[src/rtl/mgmt_pkg.sv]
package mgmt_pkg;
  parameter int ADDR_W = 5;
  parameter int IDX_W  = 5;
  parameter int DATA_W = 16;

  parameter int CTL_RST_BIT = 15;

  parameter logic [DATA_W-1:0] CTL_DEFAULT    = 16'h3100;
  parameter logic [DATA_W-1:0] STAT_BASE      = 16'h7848;
  parameter logic [DATA_W-1:0] STAT_LINK_BITS = 16'h0024;
  parameter logic [DATA_W-1:0] ADV_DEFAULT    = 16'h01E1;
  parameter logic [DATA_W-1:0] LP_DOWN        = 16'h0080;
  parameter logic [DATA_W-1:0] LP_UP_EXTRA    = 16'h0161;
  parameter logic [DATA_W-1:0] ALL_ONES       = '1;

  parameter logic [IDX_W-1:0] IDX_CTL  = 5'd0;
  parameter logic [IDX_W-1:0] IDX_STAT = 5'd1;
  parameter logic [IDX_W-1:0] IDX_ID1  = 5'd2;
  parameter logic [IDX_W-1:0] IDX_ID2  = 5'd3;
  parameter logic [IDX_W-1:0] IDX_ADV  = 5'd4;
  parameter logic [IDX_W-1:0] IDX_LP   = 5'd5;

  typedef enum logic [2:0] {
    SEL_ONES, SEL_CTL, SEL_STAT, SEL_ID1, SEL_ID2, SEL_ADV, SEL_LP, SEL_ZERO
  } read_sel_e;

  typedef struct packed {
    logic wrReq;
    logic addrHit;
    logic wrCtl;
    logic ctlSoftRst;
    logic wrAdv;
  } strobe_t;
endpackage

[src/rtl/phy_mgmt_ctrl.sv]
module phy_mgmt_ctrl
  import mgmt_pkg::*;
#(
  parameter logic [ADDR_W-1:0] PHY_ADDR = 5'd1
) (
  input  logic              wrEn,
  input  logic [ADDR_W-1:0] phyAddr,
  input  logic [IDX_W-1:0]  regIdx,
  input  logic [DATA_W-1:0] wrData,
  output strobe_t           strobe,
  output read_sel_e         readSel
);
  logic addrHit;
  logic ctlWrite;

  assign addrHit  = (phyAddr == PHY_ADDR);
  assign ctlWrite = wrEn && addrHit && (regIdx == IDX_CTL);

  always_comb begin
    strobe.wrReq      = wrEn;
    strobe.addrHit    = addrHit;
    strobe.wrCtl      = ctlWrite && !wrData[CTL_RST_BIT];
    strobe.ctlSoftRst = ctlWrite && wrData[CTL_RST_BIT];
    strobe.wrAdv      = wrEn && addrHit && (regIdx == IDX_ADV);
  end

  always_comb begin
    if (!addrHit) begin
      readSel = SEL_ONES;
    end else begin
      unique case (regIdx)
        IDX_CTL:  readSel = SEL_CTL;
        IDX_STAT: readSel = SEL_STAT;
        IDX_ID1:  readSel = SEL_ID1;
        IDX_ID2:  readSel = SEL_ID2;
        IDX_ADV:  readSel = SEL_ADV;
        IDX_LP:   readSel = SEL_LP;
        default:  readSel = SEL_ZERO;
      endcase
    end
  end
endmodule

[src/rtl/phy_mgmt_dpath.sv]
module phy_mgmt_dpath
  import mgmt_pkg::*;
#(
  parameter logic [DATA_W-1:0] ID_HI = 16'h1A2B,
  parameter logic [DATA_W-1:0] ID_LO = 16'hC0D5
) (
  input  logic              clk,
  input  logic              rstN,
  input  strobe_t           strobe,
  input  read_sel_e         readSel,
  input  logic [DATA_W-1:0] wrData,
  input  logic              linkOk,
  output logic [DATA_W-1:0] rdData
);
  logic              linkQ;
  logic [DATA_W-1:0] ctlReg;
  logic [DATA_W-1:0] advReg;
  logic [DATA_W-1:0] statusWord;
  logic [DATA_W-1:0] partnerWord;

  // Link copy tracks the pin regardless of reset so it is valid at release.
  always_ff @(posedge clk) linkQ <= linkOk;

  always_ff @(posedge clk) begin
    if (!rstN || strobe.ctlSoftRst) begin
      ctlReg <= CTL_DEFAULT;
      advReg <= ADV_DEFAULT;
    end else begin
      if (strobe.wrCtl) ctlReg <= wrData;
      if (strobe.wrAdv) advReg <= wrData;
    end
  end

  assign statusWord  = linkQ ? (STAT_BASE | STAT_LINK_BITS) : STAT_BASE;
  assign partnerWord = linkQ ? (LP_DOWN | LP_UP_EXTRA) : LP_DOWN;

  always_comb begin
    unique case (readSel)
      SEL_ONES: rdData = ALL_ONES;
      SEL_CTL:  rdData = ctlReg;
      SEL_STAT: rdData = statusWord;
      SEL_ID1:  rdData = ID_HI;
      SEL_ID2:  rdData = ID_LO;
      SEL_ADV:  rdData = advReg;
      SEL_LP:   rdData = partnerWord;
      default:  rdData = '0;
    endcase
  end

  // soft reset restores defaults and drops the written word
  p_soft_reset_r7: assert property (@(posedge clk) disable iff (!rstN)
    strobe.ctlSoftRst |=> (ctlReg == CTL_DEFAULT) && (advReg == ADV_DEFAULT));

  // plain control write lands as written
  p_ctl_store_r8: assert property (@(posedge clk) disable iff (!rstN)
    strobe.wrCtl |=> ctlReg == $past(wrData));

  // advertisement write lands as written
  p_adv_store_r9: assert property (@(posedge clk) disable iff (!rstN)
    (strobe.wrAdv && !strobe.ctlSoftRst) |=> advReg == $past(wrData));

  // foreign-address write leaves stored words alone
  p_foreign_write_r3: assert property (@(posedge clk) disable iff (!rstN)
    (strobe.wrReq && !strobe.addrHit) |=> $stable(ctlReg) && $stable(advReg));

  // link bits of status follow the pin one edge later
  p_link_follow_r6: assert property (@(posedge clk) disable iff (!rstN)
    1'b1 |=> (statusWord[2] == $past(linkOk)) && (statusWord[5] == $past(linkOk)));

  // partner word with link down shows 100TX half duplex alone
  p_partner_down_r5: assert property (@(posedge clk) disable iff (!rstN)
    !$past(linkOk) |-> $onehot0(partnerWord) && partnerWord[7]);
endmodule

[src/rtl/phy_mgmt_regs.sv]
module phy_mgmt_regs
  import mgmt_pkg::*;
#(
  parameter logic [ADDR_W-1:0] PHY_ADDR = 5'd1,
  parameter logic [DATA_W-1:0] ID_HI    = 16'h1A2B,
  parameter logic [DATA_W-1:0] ID_LO    = 16'hC0D5
) (
  input  logic              clk,
  input  logic              rstN,
  input  logic              mgmtWrEn,
  input  logic [ADDR_W-1:0] mgmtPhyAddr,
  input  logic [IDX_W-1:0]  mgmtRegIdx,
  input  logic [DATA_W-1:0] mgmtWrData,
  output logic [DATA_W-1:0] mgmtRdData,
  input  logic              linkOk
);
  strobe_t   strobe;
  read_sel_e readSel;

  phy_mgmt_ctrl #(.PHY_ADDR(PHY_ADDR)) u_ctrl (
    .wrEn   (mgmtWrEn),
    .phyAddr(mgmtPhyAddr),
    .regIdx (mgmtRegIdx),
    .wrData (mgmtWrData),
    .strobe (strobe),
    .readSel(readSel)
  );

  phy_mgmt_dpath #(.ID_HI(ID_HI), .ID_LO(ID_LO)) u_dpath (
    .clk    (clk),
    .rstN   (rstN),
    .strobe (strobe),
    .readSel(readSel),
    .wrData (mgmtWrData),
    .linkOk (linkOk),
    .rdData (mgmtRdData)
  );
endmodule

[config.mk]
export PLATFORM = sky130hd
export DESIGN_NAME = phy_mgmt_regs
export DESIGN_NICKNAME = d
export VERILOG_FILES = /design/src/rtl/mgmt_pkg.sv /design/src/rtl/phy_mgmt_ctrl.sv /design/src/rtl/phy_mgmt_dpath.sv /design/src/rtl/phy_mgmt_regs.sv
export SDC_FILE = /design/constraint.sdc
export NUM_CORES = 1
export LEC_CHECK = 0
export BUFFER_PORTS_ARGS = -buffer_cell sky130_fd_sc_hd__buf_2
export CAP_MARGIN = 10
export CORE_UTILIZATION = 46
export CTS_CLUSTER_DIAMETER = 80
export CTS_CLUSTER_SIZE = 8
export DETAILED_ROUTE_END_ITERATION = 7
export PLACE_DENSITY = 0.72
export SYNTH_ARGS = -nofsm -noshare
export SYNTH_HDL_FRONTEND = slang
export SYNTH_SLANG_ARGS = --single-unit
[constraint.sdc]
create_clock -name clk -period 2.7 [get_ports clk]
set_input_delay 0.54 -clock clk [delete_from_list [all_inputs] [get_ports clk]]
set_output_delay 0.54 -clock clk [all_outputs]
set_load 0.01 [all_outputs]
Word level (Yosys, flattened, before mapping):

Cells that the tools add are included.

* register bits after elaboration: 33
* bits of input ports: 30
* word-level logic and storage cells: 30

* reduce and logical (&&, ||, !) cells: 10
* equality and inequality tests: 12
* multiplexer cells: 5

Operator list (count)
* case mux 16 bit (7 select lines): 1
* case mux 3 bit (6 select lines): 1
* equality test 5 x 1 -> 1 bit (second input constant): 2
* equality test 5 x 2 -> 1 bit (second input constant): 2
* equality test 5 x 3 -> 1 bit (second input constant): 2
* equality test 3 bit (second input constant): 3
* 2-to-1 mux 9 bit: 1
* equality test 3 x 2 -> 1 bit (second input constant): 2
* 2-to-1 mux 6 bit: 1
* logical AND 1 bit: 5
* logical NOT 5 bit: 1
* equality test 3 x 1 -> 1 bit (second input constant): 1
* logical NOT 3 bit: 1
* 2-to-1 mux 3 bit: 1
* logical NOT 1 bit: 2
* logical OR 1 bit: 1

Depth between registers and ports, before layout:

* word-level depth: 5
* depth in mapped cells: 6

Cells and area by module:

From an unflattened synthesis, not the netlist that was laid out.

* cell total of the unflattened synthesis: 191
* area, all modules: 1632.8 µm²

By module, submodules not included
* phy_mgmt_dpath: area each 1517.7 µm², sequential area each 660.6 µm², times used 1, cells each 170
* phy_mgmt_ctrl: area each 115.1 µm², sequential area each 0.0 µm², times used 1, cells each 21

Least setup slack after synthesis:

OpenSTA, ideal clock, no wires.

* path kind: input to output
* start point: in mgmtPhyAddr[1]
* end point: out mgmtRdData[5]
* required time: 2.160 ns
* stages: 4
* path buffers: 0
* path slack: 0.250 ns
* arrival time: 1.910 ns
* path through: or4b_4 nor4_2 a221oi_1 nand2_1

* cells in the longest elaborated chain, start to end: 4
* elaborated cells between the ends (all ways): 10
* classes of those cells: eq/ne (7); mux (2); reduce/logical (1)

Ends and longest elaborated chain
* start, declared: line phy_mgmt_regs.sv:11 `input logic [ADDR_W-1:0] mgmtPhyAddr,`
* equality test 5 x 1 -> 1 bit (*): line phy_mgmt_ctrl.sv:16 `assign addrHit = (phyAddr == PHY_ADDR);`
* 2-to-1 mux 3 bit (*): line phy_mgmt_ctrl.sv:28 `if (!addrHit) begin`
* equality test 3 bit (tied with other cells): line phy_mgmt_dpath.sv:38 `unique case (readSel)`
* case mux 16 bit (7 select lines) (*): line phy_mgmt_dpath.sv:38
* end, declared: line phy_mgmt_regs.sv:14 `output logic [DATA_W-1:0] mgmtRdData,`

Mark *: on every way between the ends. The rest lies on a longest branch, timed or not.

Worst setup path in the final report:

Ends and elaborated chain as after synthesis.

==> flow_metrics.py <==
metrics = {
    "finish": {
        "final_area_um2": 2020,
        "nets": 270,
        "final-seq-area_um2": 661,
        "areaGrowthSynthToFinish_pct": 22.5,
        "post-route-util_pct": 59.7,
        "layout_commonest_cell": "buf_2",
        "antenna_cells": 0,
        "drive_gt1_share_pct": 34.6,
        "fillers": 340,
        "multi_input_area_um2": 916,
        "final_cell_mix": "45 x buf_2, 33 x dfxtp_1, 21 x o21ai_0",
    },
    "placement": {
        "numPortBuffers": 45,
        "hpwl_um": 2940,
        "place_congestion": 0.853,
        "dpl_cell_area_um2": 1940,
    },
    "detailed_routing": {
        "drt_iter0_markers": 120,
        "wl_per_cell_um": 14.9,
        "drc": 0,
        "vias": 1615,
        "first_pass_iters": 4,
        "via_per_inst": 5.65,
        "wl_um": 4260,
        "detail-route-antenna-nets": 0,
    },
    "timing": {
        "hold_viol": 0,
        "slew-limit-headroom_pct": 57.1,
        "fin_crit_sh_pct": 96.0,
        "max_freq_ghz": 0.386,
        "finClkSkew_ns": 0,
        "finalCriticalPeriod_ns": 2.59,
        "setup_viol": 0,
        "max_slew.worst_pin.slew_ns": 0.637,
        "fin_setup_tns_ns": 0,
        "rsz0062_at_grt": "false",
        "drv_slew": 0,
    },
    "synthesis": {
        "ys_seq_area_share_pct": 40.0,
        "synth-seq-cells": 33,
        "synth_ff_type": "dfxtp_1",
        "synth_warnings": 0,
        "synth_nets": 221,
        "postSynthCellCount": 191,
        "yosys.area.top_type_share_pct": 40.0,
        "async_flop_share_pct": 0,
        "syn_area_per_cell_um2": 8.64,
        "synth_edf_count": 0,
        "synth_cell_types": 41,
        "synth_area_um2": 1650,
        "yosys.area.top_type": "dfxtp_1",
        "yosys-top-cells-area": "dfxtp_1 40%, o21ai_0 6.4%, a22o_2 6.1%, nand3b_1 5.9%, nand3_1 4.9%",
    },
    "clock_tree": {
        "cts_made_buffers": 5,
        "clockBufferDepth": 2,
        "cts_root_buf": "clkbuf_4",
        "clock_latency_ns": 0.32,
        "clk_pin_slew_worst_paths_ns": 0.10,
        "cts_setup_buffers": 0,
        "clock-sinks": 33,
        "cts.htree.levels": 2,
        "cts_tree": "done",
    },
    "critical_path": {
        "slowest_delay_ns": 0.57,
        "cp_top_family": "simple AND/OR/NAND/NOR gates",
        "critPathLaunch": "mgmtPhyAddr[1]",
        "regToRegSetupSlack_ns": 2.03,
        "worst-endpoint-required_ns": 2.16,
        "endpoint_kind": "output pin",
        "crit_type": "input pin to output pin",
        "cp_slowest_cell": "or4b_4",
        "crit_fanout": 8,
        "crit_chain": "buf_2 -> or4b_4 -> or2_0 -> buf_4 -> a221oi_1 -> nand2_1 -> buf_2",
        "r2r_cells": 1,
        "worst_path_most_repeated_cell": "buf_2",
        "r2r-start": "u_dpath.advReg[2]",
        "cp-start-kind": "input pin",
        "critical_path_buf_inv_count": 3,
        "r2r_end": "u_dpath.advReg[2]",
        "critPathArrivalTime_ns": 2.05,
    },
    "floorplan": {
        "ioPinCount": 46,
        "initial_core_util_pct": 48.7,
        "die_area_um2": 3830,
        "core_um2": 3390,
        "fp-row-count": 21,
        "die_x_um": 61.9,
        "die_h_um": 61.9,
    },
    "status": {
        "status": "complete, no violations",
    },
    "power": {
        "p_total_mw": 0.934,
        "ir_worst_vdd_uv": 267,
        "leakage_nw": 0.751,
        "p_per_area_nw_per_um2": 462,
    },
    "global_route": {
        "antenna_found_initial": 0,
        "grt_usage_pct": 24.2,
        "grt-ovfl-total": 0,
        "grt_pass1_wl_um": 6650,
        "grt_pass1_vias": 1436,
        "grt_start_max_net_pins": 20,
    },
    "hold_path": {
        "hold_end": "u_dpath.linkQ",
        "worstHoldStart": "linkOk",
        "hold_class": "input pin to register",
        "hold_depth": 1,
    },
    "run": {
        "maxCapViolCount": 0,
    },
}
registers in the layout (all words and copies together), names as in the netlist:
name,cells
u_dpath.linkQ,1
u_dpath.advReg,16
u_dpath.ctlReg,16
power by group:
group / switching (mW) / internal, mW
Sequential: 0.000913 / 0.487
Clock: 0.161 / 0.188
Combinational: 0.0572 / 0.0392
routing by layer:
layer	GRT usage [%]	wire, µm	vias up
met5	0	0	-
met4	9.21	37	0
met3	4.97	265	5
met2	38.4	1960	53
met1	32.3	2000	744
li1	-	-	813
stage by stage:
step | worst slack, ns | hold WS, ns | std cells
final | 0.108 | 0.309 | 286
after floorplan | 0.250 | 0.438 | 191
after detailed placement | 0.0653 | 0.463 | 279
after global routing | 0.00605 | 0.289 | 286
after global placement | 0.0928 | 0.452 | 279
after CTS | 0.0523 | 0.296 | 286
worst max-delay path by stage:
| stage | cells past startpoint | end | slack, ns |
|---|---|---|---|
| 2_1_floorplan | 4 | mgmtRdData[5] | 0.25 |
| 3_3_place_gp | 7 | mgmtRdData[8] | 0.09 |
| 3_5_place_dp | 7 | mgmtRdData[0] | 0.07 |
| 4_1_cts | 7 | mgmtRdData[0] | 0.05 |
| 5_1_grt | 7 | mgmtRdData[5] | 0.006 |
| 6_report | 7 | mgmtRdData[5] | 0.11 |
synthesized netlist by cell type (all sizes together), types with 3 or more instances:
cell type and instances:
dfxtp 33, o21ai 21, nand2 17, nand3 16, nand3b 13, a22o 12
nor2 11, clkbuf 8, buf 6, a21oi 5, o22a 5, a22oi 4
nor3 4, and3 3, nor4 3, o211ai 3
kinds of logic after synthesis:
kind of cell | share of synthesized area [%]
and+or+nand+nor | 28.9
AOI/OAI and AO/OA | 25.0
DFF | 40.0
buffers and inverters | 4.93
xor gates and xnor gates | 0.531
muxes | 0.607
repair_timing:
item,CTS,global route
hold buffers,0,0
resized for setup,0,1
endpoints found under the setup margin,0,2
cell type report:
class | count | area share, %
multi-input cells | 142 | 45.3
flip-flops and latches | 33 | 32.7
repair buffers | 56 | 15.2
well taps | 46 | 2.85
clock buffers | 5 | 1.86
clock inverters | 2 | 1.73
inverters | 2 | 0.371
(Power assumes the default switching activity.)
